`src/rtl/spi_cs_pkg.sv`:
```
package spi_cs_pkg;

    typedef struct packed {
        logic hw_oe;
        logic sw_en;
        logic sw_lvl;
        logic err_ie;
    } cs_cfg_t;

    typedef enum logic [1:0] {
        ROLE_SLAVE      = 2'd0,
        ROLE_MASTER_OUT = 2'd1,
        ROLE_MASTER_IN  = 2'd2
    } role_e;

    function automatic role_e role_of(input logic is_master, input cs_cfg_t c);
        if (!is_master)
            return ROLE_SLAVE;
        else if (c.hw_oe && !c.sw_en)
            return ROLE_MASTER_OUT;
        else
            return ROLE_MASTER_IN;
    endfunction

    function automatic logic eff_cs(input cs_cfg_t c, input logic pin_s);
        return c.sw_en ? c.sw_lvl : pin_s;
    endfunction

endpackage

```
`src/rtl/spi_cs_sync.sv`:
```
module spi_cs_sync #(
    parameter int    STAGES  = 2,
    parameter logic  RST_VAL = 1'b1
) (
    input  logic clk,
    input  logic rst,
    input  logic d,
    output logic q
);
    logic [STAGES-1:0] chain;

    always_ff @(posedge clk) begin
        if (rst)
            chain <= {STAGES{RST_VAL}};
        else
            chain <= {chain[STAGES-2:0], d};
    end

    assign q = chain[STAGES-1];

    initial begin
        stages_min_chk: assert (STAGES >= 2);
    end
endmodule

```
`src/rtl/spi_cs_mode.sv`:
```
module spi_cs_mode
    import spi_cs_pkg::*;
(
    input  logic    clk,
    input  logic    rst,
    input  cs_cfg_t cfg,
    input  logic    pin_s,
    input  logic    ctrl_wr,
    input  logic    wr_spi_en,
    input  logic    wr_master,
    input  logic    sts_access,
    output logic    spi_en,
    output logic    master,
    output logic    fault_flag
);
    logic  en_q, mst_q, flag_q, armed_q;
    role_e role;
    logic  fault_hit;

    assign role      = role_of(mst_q, cfg);
    assign fault_hit = (role == ROLE_MASTER_IN) && !eff_cs(cfg, pin_s);

    always_ff @(posedge clk) begin
        if (rst) begin
            en_q    <= 1'b0;
            mst_q   <= 1'b0;
            flag_q  <= 1'b0;
            armed_q <= 1'b0;
        end else if (fault_hit) begin
            en_q    <= 1'b0;
            mst_q   <= 1'b0;
            flag_q  <= 1'b1;
            armed_q <= 1'b0;
        end else begin
            if (ctrl_wr) begin
                en_q  <= wr_spi_en & ~flag_q;
                mst_q <= wr_master & ~flag_q;
            end
            if (flag_q) begin
                if (ctrl_wr && armed_q) begin
                    flag_q  <= 1'b0;
                    armed_q <= 1'b0;
                end else if (sts_access) begin
                    armed_q <= 1'b1;
                end
            end else begin
                armed_q <= 1'b0;
            end
        end
    end

    assign spi_en     = en_q;
    assign master     = mst_q;
    assign fault_flag = flag_q;


    fault_entry_chk: assert property (@(posedge clk) disable iff (rst)
        fault_hit |=> (flag_q && !mst_q && !en_q));


    lock_hold_chk: assert property (@(posedge clk) disable iff (rst)
        (flag_q && !en_q && !mst_q) |=> (!en_q && !mst_q));


    clear_order_chk: assert property (@(posedge clk) disable iff (rst)
        $fell(flag_q) |-> $past(ctrl_wr && armed_q));


    unarmed_write_chk: assert property (@(posedge clk) disable iff (rst)
        (flag_q && ctrl_wr && !armed_q) |=> flag_q);
endmodule

```
`src/rtl/spi_cs_drive.sv`:
```
module spi_cs_drive
    import spi_cs_pkg::*;
(
    input  logic  clk,
    input  logic  rst,
    input  role_e role,
    input  logic  spi_en,
    input  logic  busy,
    output logic  cs_out,
    output logic  cs_oe
);
    logic oe_q, low_q, drive_mode;

    assign drive_mode = (role == ROLE_MASTER_OUT);

    always_ff @(posedge clk) begin
        if (rst) begin
            oe_q  <= 1'b0;
            low_q <= 1'b0;
        end else begin
            oe_q  <= drive_mode;
            low_q <= drive_mode && (spi_en || (low_q && busy));
        end
    end

    assign cs_oe  = oe_q;
    assign cs_out = ~(oe_q & low_q);


    drive_low_chk: assert property (@(posedge clk) disable iff (rst)
        (drive_mode && spi_en) |=> (cs_oe && !cs_out));


    busy_hold_chk: assert property (@(posedge clk) disable iff (rst)
        (drive_mode && low_q && busy) |=> !cs_out);


    idle_high_chk: assert property (@(posedge clk) disable iff (rst)
        !cs_oe |-> cs_out);
endmodule

```
`src/rtl/spi_cs_ctrl.sv`:
```
module spi_cs_ctrl
    import spi_cs_pkg::*;
#(
    parameter int SYNC_STAGES = 2
) (
    input  logic clk,
    input  logic rst,
    input  logic cs_pin_in,
    input  logic hw_cs_oe,
    input  logic sw_cs_en,
    input  logic sw_cs_lvl,
    input  logic err_ie,
    input  logic ctrl_wr,
    input  logic wr_spi_en,
    input  logic wr_master,
    input  logic sts_access,
    input  logic busy,
    output logic spi_en,
    output logic master,
    output logic cs_out,
    output logic cs_oe,
    output logic selected,
    output logic mode_fault,
    output logic irq
);
    cs_cfg_t cfg;
    logic    pin_s;
    role_e   role;

    assign cfg = '{hw_oe: hw_cs_oe, sw_en: sw_cs_en, sw_lvl: sw_cs_lvl, err_ie: err_ie};

    spi_cs_sync #(.STAGES(SYNC_STAGES), .RST_VAL(1'b1)) u_sync (
        .clk (clk),
        .rst (rst),
        .d   (cs_pin_in),
        .q   (pin_s)
    );

    spi_cs_mode u_mode (
        .clk        (clk),
        .rst        (rst),
        .cfg        (cfg),
        .pin_s      (pin_s),
        .ctrl_wr    (ctrl_wr),
        .wr_spi_en  (wr_spi_en),
        .wr_master  (wr_master),
        .sts_access (sts_access),
        .spi_en     (spi_en),
        .master     (master),
        .fault_flag (mode_fault)
    );

    assign role = role_of(master, cfg);

    spi_cs_drive u_drive (
        .clk    (clk),
        .rst    (rst),
        .role   (role),
        .spi_en (spi_en),
        .busy   (busy),
        .cs_out (cs_out),
        .cs_oe  (cs_oe)
    );

    assign selected = (role == ROLE_SLAVE) && spi_en && !eff_cs(cfg, pin_s);
    assign irq      = mode_fault & cfg.err_ie;


    slave_only_chk: assert property (@(posedge clk) disable iff (rst)
        selected |-> (!master && spi_en));


    irq_flag_chk: assert property (@(posedge clk) disable iff (rst)
        irq |-> mode_fault);
endmodule

```
`config.mk`:
```
export PLATFORM = sky130hd
export DESIGN_NAME = spi_cs_ctrl
export DESIGN_NICKNAME = d
export VERILOG_FILES = /design/src/rtl/spi_cs_pkg.sv /design/src/rtl/spi_cs_sync.sv /design/src/rtl/spi_cs_mode.sv /design/src/rtl/spi_cs_drive.sv /design/src/rtl/spi_cs_ctrl.sv
export SDC_FILE = /design/constraint.sdc
export NUM_CORES = 1
export LEC_CHECK = 0
export ABC_AREA = 1
export CAP_MARGIN = 20
export CORE_AREA = 2 2 39 41
export DETAILED_ROUTE_END_ITERATION = 8
export DIE_AREA = 0 0 41 43
export GPL_ROUTABILITY_DRIVEN = 1
export GPL_TIMING_DRIVEN = 0
export HOLD_SLACK_MARGIN = 0.12
export PLACE_DENSITY_LB_ADDON = 0.25
export SYNTH_ARGS = -nofsm -noshare
export SYNTH_HDL_FRONTEND = slang
export SYNTH_SLANG_ARGS = --single-unit
```
`constraint.sdc`:
```
create_clock -name clk -period 2.64 [get_ports clk]
set_clock_uncertainty 0.2 [all_clocks]
set_input_delay 0.396 -clock clk [delete_from_list [all_inputs] [get_ports clk]]
set_output_delay 0.396 -clock clk [all_outputs]
set_load 0.05 [all_outputs]
```
==> impl_metrics.tcl, run 1 <==
set metrics [dict create \
    finalPower_w 0.0002680 \
    netlist_instances 45 \
    drv_cap 0 \
    end_kind "output pin" \
    yosys_warnings 0 \
    synth_area_sq_um 332.8 \
    post-place-ws_ps 80.25 \
    clock_latency_ps 250 \
    finalCritPeriodShare_pct 96.81 \
    final_cell_mix "18 x clkdlybuf4s50_1, 9 x inv_1, 8 x dfxtp_1, 6 x nand2_1, 5 x nor2_1" \
    routed_via_density 4.049 \
    nFillCells 149 \
    ys_seq_area_share_pct 48.12 \
    ys_types 13 \
    final-seq-area_sq_um 160.2 \
    rsz0062_at_grt "no" \
    cp_data_arrival_time_ps 1960 \
    path_clk_slew_ps 50 \
    fp.dieW_um 41 \
    drt-initial-drc-count 0 \
    core_area_sq_um 1384 \
    root_buffer "clkbuf_4" \
    finalNonFillerCells 82 \
    multiInputGateArea_sq_um 135.1 \
    cts.repair.resized 0 \
    cts_tree "done" \
    dp.cells 79 \
    num_rows 14 \
    antenna_found_initial 0 \
    fin_util_pct 40.14 \
    yosys_register_bits 8 \
    ant_nets 0 \
    regToRegEndpoint "u_mode.armed_q$_SDFFE_PP0P_" \
    period_needed_ps 2556 \
    synth_area_leaders "dfxtp_1 48%, inv_1 10%, nand2_2 7.5%" \
    hold_viol 0 \
    crit_path_start_kind "input port" \
    io_pins 19 \
    mostFrequentLayoutCell "clkdlybuf4s50_1" \
    ff2ff_setup_slack_ps 1590 \
    grt-ovfl-total 0 \
    drive_gt1_share_pct 16.67 \
    hold_start "u_sync.chain[0]$_SDFF_PP1_" \
    wire_per_inst_um 8.220 \
    place_hpwl_um 572 \
    design.die.area_sq_um 1763 \
    cp_max_fo 2 \
    fin_ws_ps 84.31 \
    setup_viol 0 \
    drv_slew 0 \
    gp_congestion 0.6550 \
    grt_max_degree 7 \
    post_synth.cell_area_avg_sq_um 7.396 \
    cts_setup_buffers 0 \
    timing.fmax_ghz 0.3913 \
    synth_largest_area_cell "dfxtp_1" \
    r2r_start "u_mode.master$_SDFFE_PP0P_" \
    grt_usage_pct 9.366 \
    die_h_um 43 \
    drt-total-wl_um 674 \
    drt-pass1-iter-count 1 \
    ir_drop_mv 0.2047 \
    grt_pass1_wl_um 1055 \
    critPathLaunch "sw_cs_en" \
    cts_buffer_depth 2 \
    antenna_cells 0 \
    num_vias 332 \
    cts_sinks 8 \
    synth_top_area_share_pct 48.12 \
    drc_errors 0 \
    initial_utilization_pct 24.05 \
    worstRegToRegCells 5 \
    hold_path.class "reg -> reg" \
    holdPathEnd "u_sync.chain[1]$_SDFF_PP1_" \
    finalSetupTns_ps 0 \
    cts_max_level 1 \
    critical_path_class "in -> out" \
    area_growth_syn_to_layout_pct 66.92 \
    hold_path_depth 1 \
    p_leak_nw 0.2339 \
    ctsHoldBuffers 0 \
    io_buffers 18 \
    tightest_slew_ps 492.4 \
    powerDensity_nw_per_um2 482.5 \
    status "complete, no violations" \
    slew_headroom_pct 67.07 \
    cts_buffers 3 \
    required_ps 2040 \
    synth_fp_nets 57 \
    grt_pass1_vias 281 \
    fin_nets 80 \
]
metal layers:
metal	global-route usage, %	vias up	wire [um]
met5	0	-	0
met4	8.000	0	0
met3	4.712	0	45
met2	13.13	10	335
met1	9.740	142	293
li1	-	180	-
sequential cells by signal, summed over array words and instances, names as in the netlist:
signal and count:
u_mode.spi_en 1, u_mode.fault_flag 1, u_mode.master 1, u_drive.cs_oe 1, u_sync.chain 2, u_mode.armed_q 1
u_drive.low_q 1
logic make-up after synthesis:
group / count (synthesis) / synth area share (%)
AND/OR/NAND/NOR: 21 / 29.69
buffers and inverters: 10 / 11.28
flip-flops: 8 / 48.12
AO/OA/AOI/OAI: 6 / 10.90
critical path, cell delays in order:
cell and delay, ps:
clkdlybuf4s50_1 490, nand2_1 70, nand2_2 80, nand2_1 50
nor2_1 80, clkdlybuf4s50_1 800
metrics by stage:
stage          hold WS [ps]  cell area [sq um]
3_5_place_dp          200.9              533.0
5_1_grt               221.5              555.5
4_1_cts               212.6              555.5
2_1_floorplan         189.5              332.8
6_report              211.6              555.5
3_3_place_gp          193.6              533.0
Yosys cell counts (all sizes together):
master  instances
nand2          10
nand3           3
nor3            1
nor2            5
o21ai           2
or2             2
dfxtp           8
o211ai          1
inv            10
a21oi           3
report_power, final:
part           internal (W)  switching, W
Sequential         0.000125    0.00000267
Clock             0.0000519     0.0000397
Combinational     0.0000251     0.0000238
Total              0.000202     0.0000661
area by class of cell:
type	instances	area share (%)
multi-input combinational	27	24.32
clock buffer	3	4.054
sequential	8	28.83
timing repair buffer	18	32.43
inverter	10	6.757
tap	16	3.604
how the worst max path moves through the flow:
stage	endpoint	slack, ps
after CTS	selected	70
final	selected	80
after detailed placement	selected	80
after floorplan	selected	640
after global routing	selected	10
after global placement	selected	70
Note: power is estimated with default switching activity, not from simulation.
==> run 2, diff against run 1 <==
--- a/config.mk
+++ b/config.mk
@@ -8,6 +8,7 @@
 export ABC_AREA = 1
 export CAP_MARGIN = 20
 export CORE_AREA = 2 2 39 41
+export CTS_BUF_LIST = sky130_fd_sc_hd__clkbuf_8 sky130_fd_sc_hd__clkbuf_16
 export DETAILED_ROUTE_END_ITERATION = 8
 export DIE_AREA = 0 0 41 43
 export GPL_ROUTABILITY_DRIVEN = 1
==> constraint.sdc (replaced) <==
create_clock -name clk -period 3.2 [get_ports clk]
set_clock_uncertainty 0.2 [all_clocks]
set_input_delay 0.48 -clock clk [delete_from_list [all_inputs] [get_ports clk]]
set_output_delay 0.48 -clock clk [all_outputs]
set_load 0.05 [all_outputs]
==> impl_metrics.tcl, run 2 (synthesis results as in run 1) <==
set metrics [dict create \
    root_buffer "clkbuf_8" \
    initial_utilization_pct 24.05 \
    grt_pass1_vias 284 \
    powerDensity_nw_per_um2 458.8 \
    hold_path_depth 1 \
    place_hpwl_um 572 \
    p_leak_nw 0.2416 \
    finalSetupTns_ps 0 \
    ant_nets 0 \
    gp_congestion 0.6550 \
    drv_slew 0 \
    wire_per_inst_um 8.463 \
    tightest_slew_ps 492.4 \
    drt-pass1-iter-count 1 \
    path_clk_slew_ps 40 \
    final_cell_mix "18 x clkdlybuf4s50_1, 9 x inv_1, 8 x dfxtp_1, 6 x nand2_1, 5 x nor2_1" \
    critical_path_class "in -> out" \
    nFillCells 152 \
    crit_path_end "selected" \
    status "complete, no violations" \
    ctsHoldBuffers 0 \
    ir_drop_mv 0.2145 \
    design.die.area_sq_um 1763 \
    drc_errors 0 \
    cts.repair.resized 0 \
    io_pins 19 \
    grt-ovfl-total 0 \
    cts_sinks 8 \
    cp_max_fo 2 \
    required_ps 2520 \
    critPathLaunch "sw_cs_en" \
    io_buffers 18 \
    finalCritPeriodShare_pct 85.12 \
    fp.dieW_um 41 \
    cts_tree "done" \
    cts_buffers 3 \
    antenna_cells 0 \
    top_register "u_sync.chain" \
    drv_cap 0 \
    cts_buffer_depth 2 \
    fin_nets 80 \
    num_vias 333 \
    regToRegEndpoint "u_mode.armed_q$_SDFFE_PP0P_" \
    rsz0062_at_grt "no" \
    drt-initial-drc-count 0 \
    area_growth_syn_to_layout_pct 72.56 \
    grt_pass1_wl_um 1062 \
    fin_ws_ps 476.3 \
    drt-total-wl_um 694 \
    core_area_sq_um 1384 \
    num_rows 14 \
    hold_path.class "reg -> reg" \
    cts_setup_buffers 0 \
    timing.fmax_ghz 0.3671 \
    slew_headroom_pct 67.07 \
    ff2ff_setup_slack_ps 2150 \
    routed_via_density 4.061 \
    crit_path_start_kind "input port" \
    drive_gt1_share_pct 16.67 \
    clock_latency_ps 220 \
    cp_data_arrival_time_ps 2040 \
    die_h_um 43 \
    worstRegToRegCells 5 \
    multiInputGateArea_sq_um 135.1 \
    largest_reg_flops 2 \
    final-seq-area_sq_um 160.2 \
    r2r_start "u_mode.master$_SDFFE_PP0P_" \
    post-place-ws_ps 472.2 \
    end_kind "output pin" \
    hold_viol 0 \
    grt_usage_pct 9.265 \
    antenna_found_initial 0 \
    cts_max_level 1 \
    mostFrequentLayoutCell "clkdlybuf4s50_1" \
    setup_viol 0 \
    grt_max_degree 7 \
    period_needed_ps 2724 \
]
-- run 2: final cells by class --
| class | count | share of cell area [%] |
|---|---|---|
| repair buffers | 18 | 31.37 |
| inverters | 10 | 6.536 |
| flip-flops and latches | 8 | 27.89 |
| clock buffers | 3 | 7.190 |
| well taps | 16 | 3.486 |
| multi-input cells | 27 | 23.53 |
-- run 2: report_power, final --
part | switching [W] | leakage, nW | internal [W] | total [W]
logic | 0.0000199 | 0.155 | 0.0000207 | 0.0000406
registers | 0.00000221 | 0.0654 | 0.000104 | 0.000106
clock network | 0.0000360 | 0.0216 | 0.0000812 | 0.000117
-- run 2: how the worst min path moves through the flow --
stage / start / end / slack (ps)
detailed placement: u_sync.chain[0]$_SDFF_PP1_ / u_sync.chain[1]$_SDFF_PP1_ / 200
global placement: u_sync.chain[0]$_SDFF_PP1_ / u_sync.chain[1]$_SDFF_PP1_ / 190
global route: u_sync.chain[0]$_SDFF_PP1_ / u_sync.chain[1]$_SDFF_PP1_ / 220
finish: u_sync.chain[0]$_SDFF_PP1_ / u_sync.chain[1]$_SDFF_PP1_ / 210
floorplan: u_sync.chain[0]$_SDFF_PP1_ / u_sync.chain[1]$_SDFF_PP1_ / 190
CTS: u_sync.chain[0]$_SDFF_PP1_ / u_sync.chain[1]$_SDFF_PP1_ / 210
-- run 2: critical path, cell delays in order --
cell             delay, ps
clkdlybuf4s50_1        490
nand2_1                 70
nand2_2                 80
nand2_1                 50
nor2_1                  80
clkdlybuf4s50_1        800
-- run 2: metrics by stage --
stage                     total power, W  hold slack (ps)  area, sq um  util, %  std cells
after global routing           0.0002773            218.2        574.3    41.50         82
after global placement         0.0001481            193.6        533.0    38.52         79
after CTS                      0.0002662            209.8        574.3    41.50         82
final                          0.0002635            209.1        574.3    41.50         82
after floorplan                0.0001264            189.5        332.8        -         45
after detailed placement       0.0001481            200.9        533.0    38.52         79
-- run 2: routing by layer --
| layer | GRT usage [%] | part of all wire [%] |
|---|---|---|
| met5 | 0 | 0 |
| met4 | 6.000 | 0 |
| met3 | 4.712 | 6.2 |
| met2 | 13.75 | 50 |
| met1 | 9.740 | 44 |
==> run 3, diff against run 2 <==
--- a/config.mk
+++ b/config.mk
@@ -15,6 +15,7 @@
 export GPL_TIMING_DRIVEN = 0
 export HOLD_SLACK_MARGIN = 0.12
 export PLACE_DENSITY_LB_ADDON = 0.25
+export SLEW_MARGIN = 20
 export SYNTH_ARGS = -nofsm -noshare
 export SYNTH_HDL_FRONTEND = slang
 export SYNTH_SLANG_ARGS = --single-unit
==> results of run 3 <==
Final layout, timing and power as in run 2 (identical DEF).
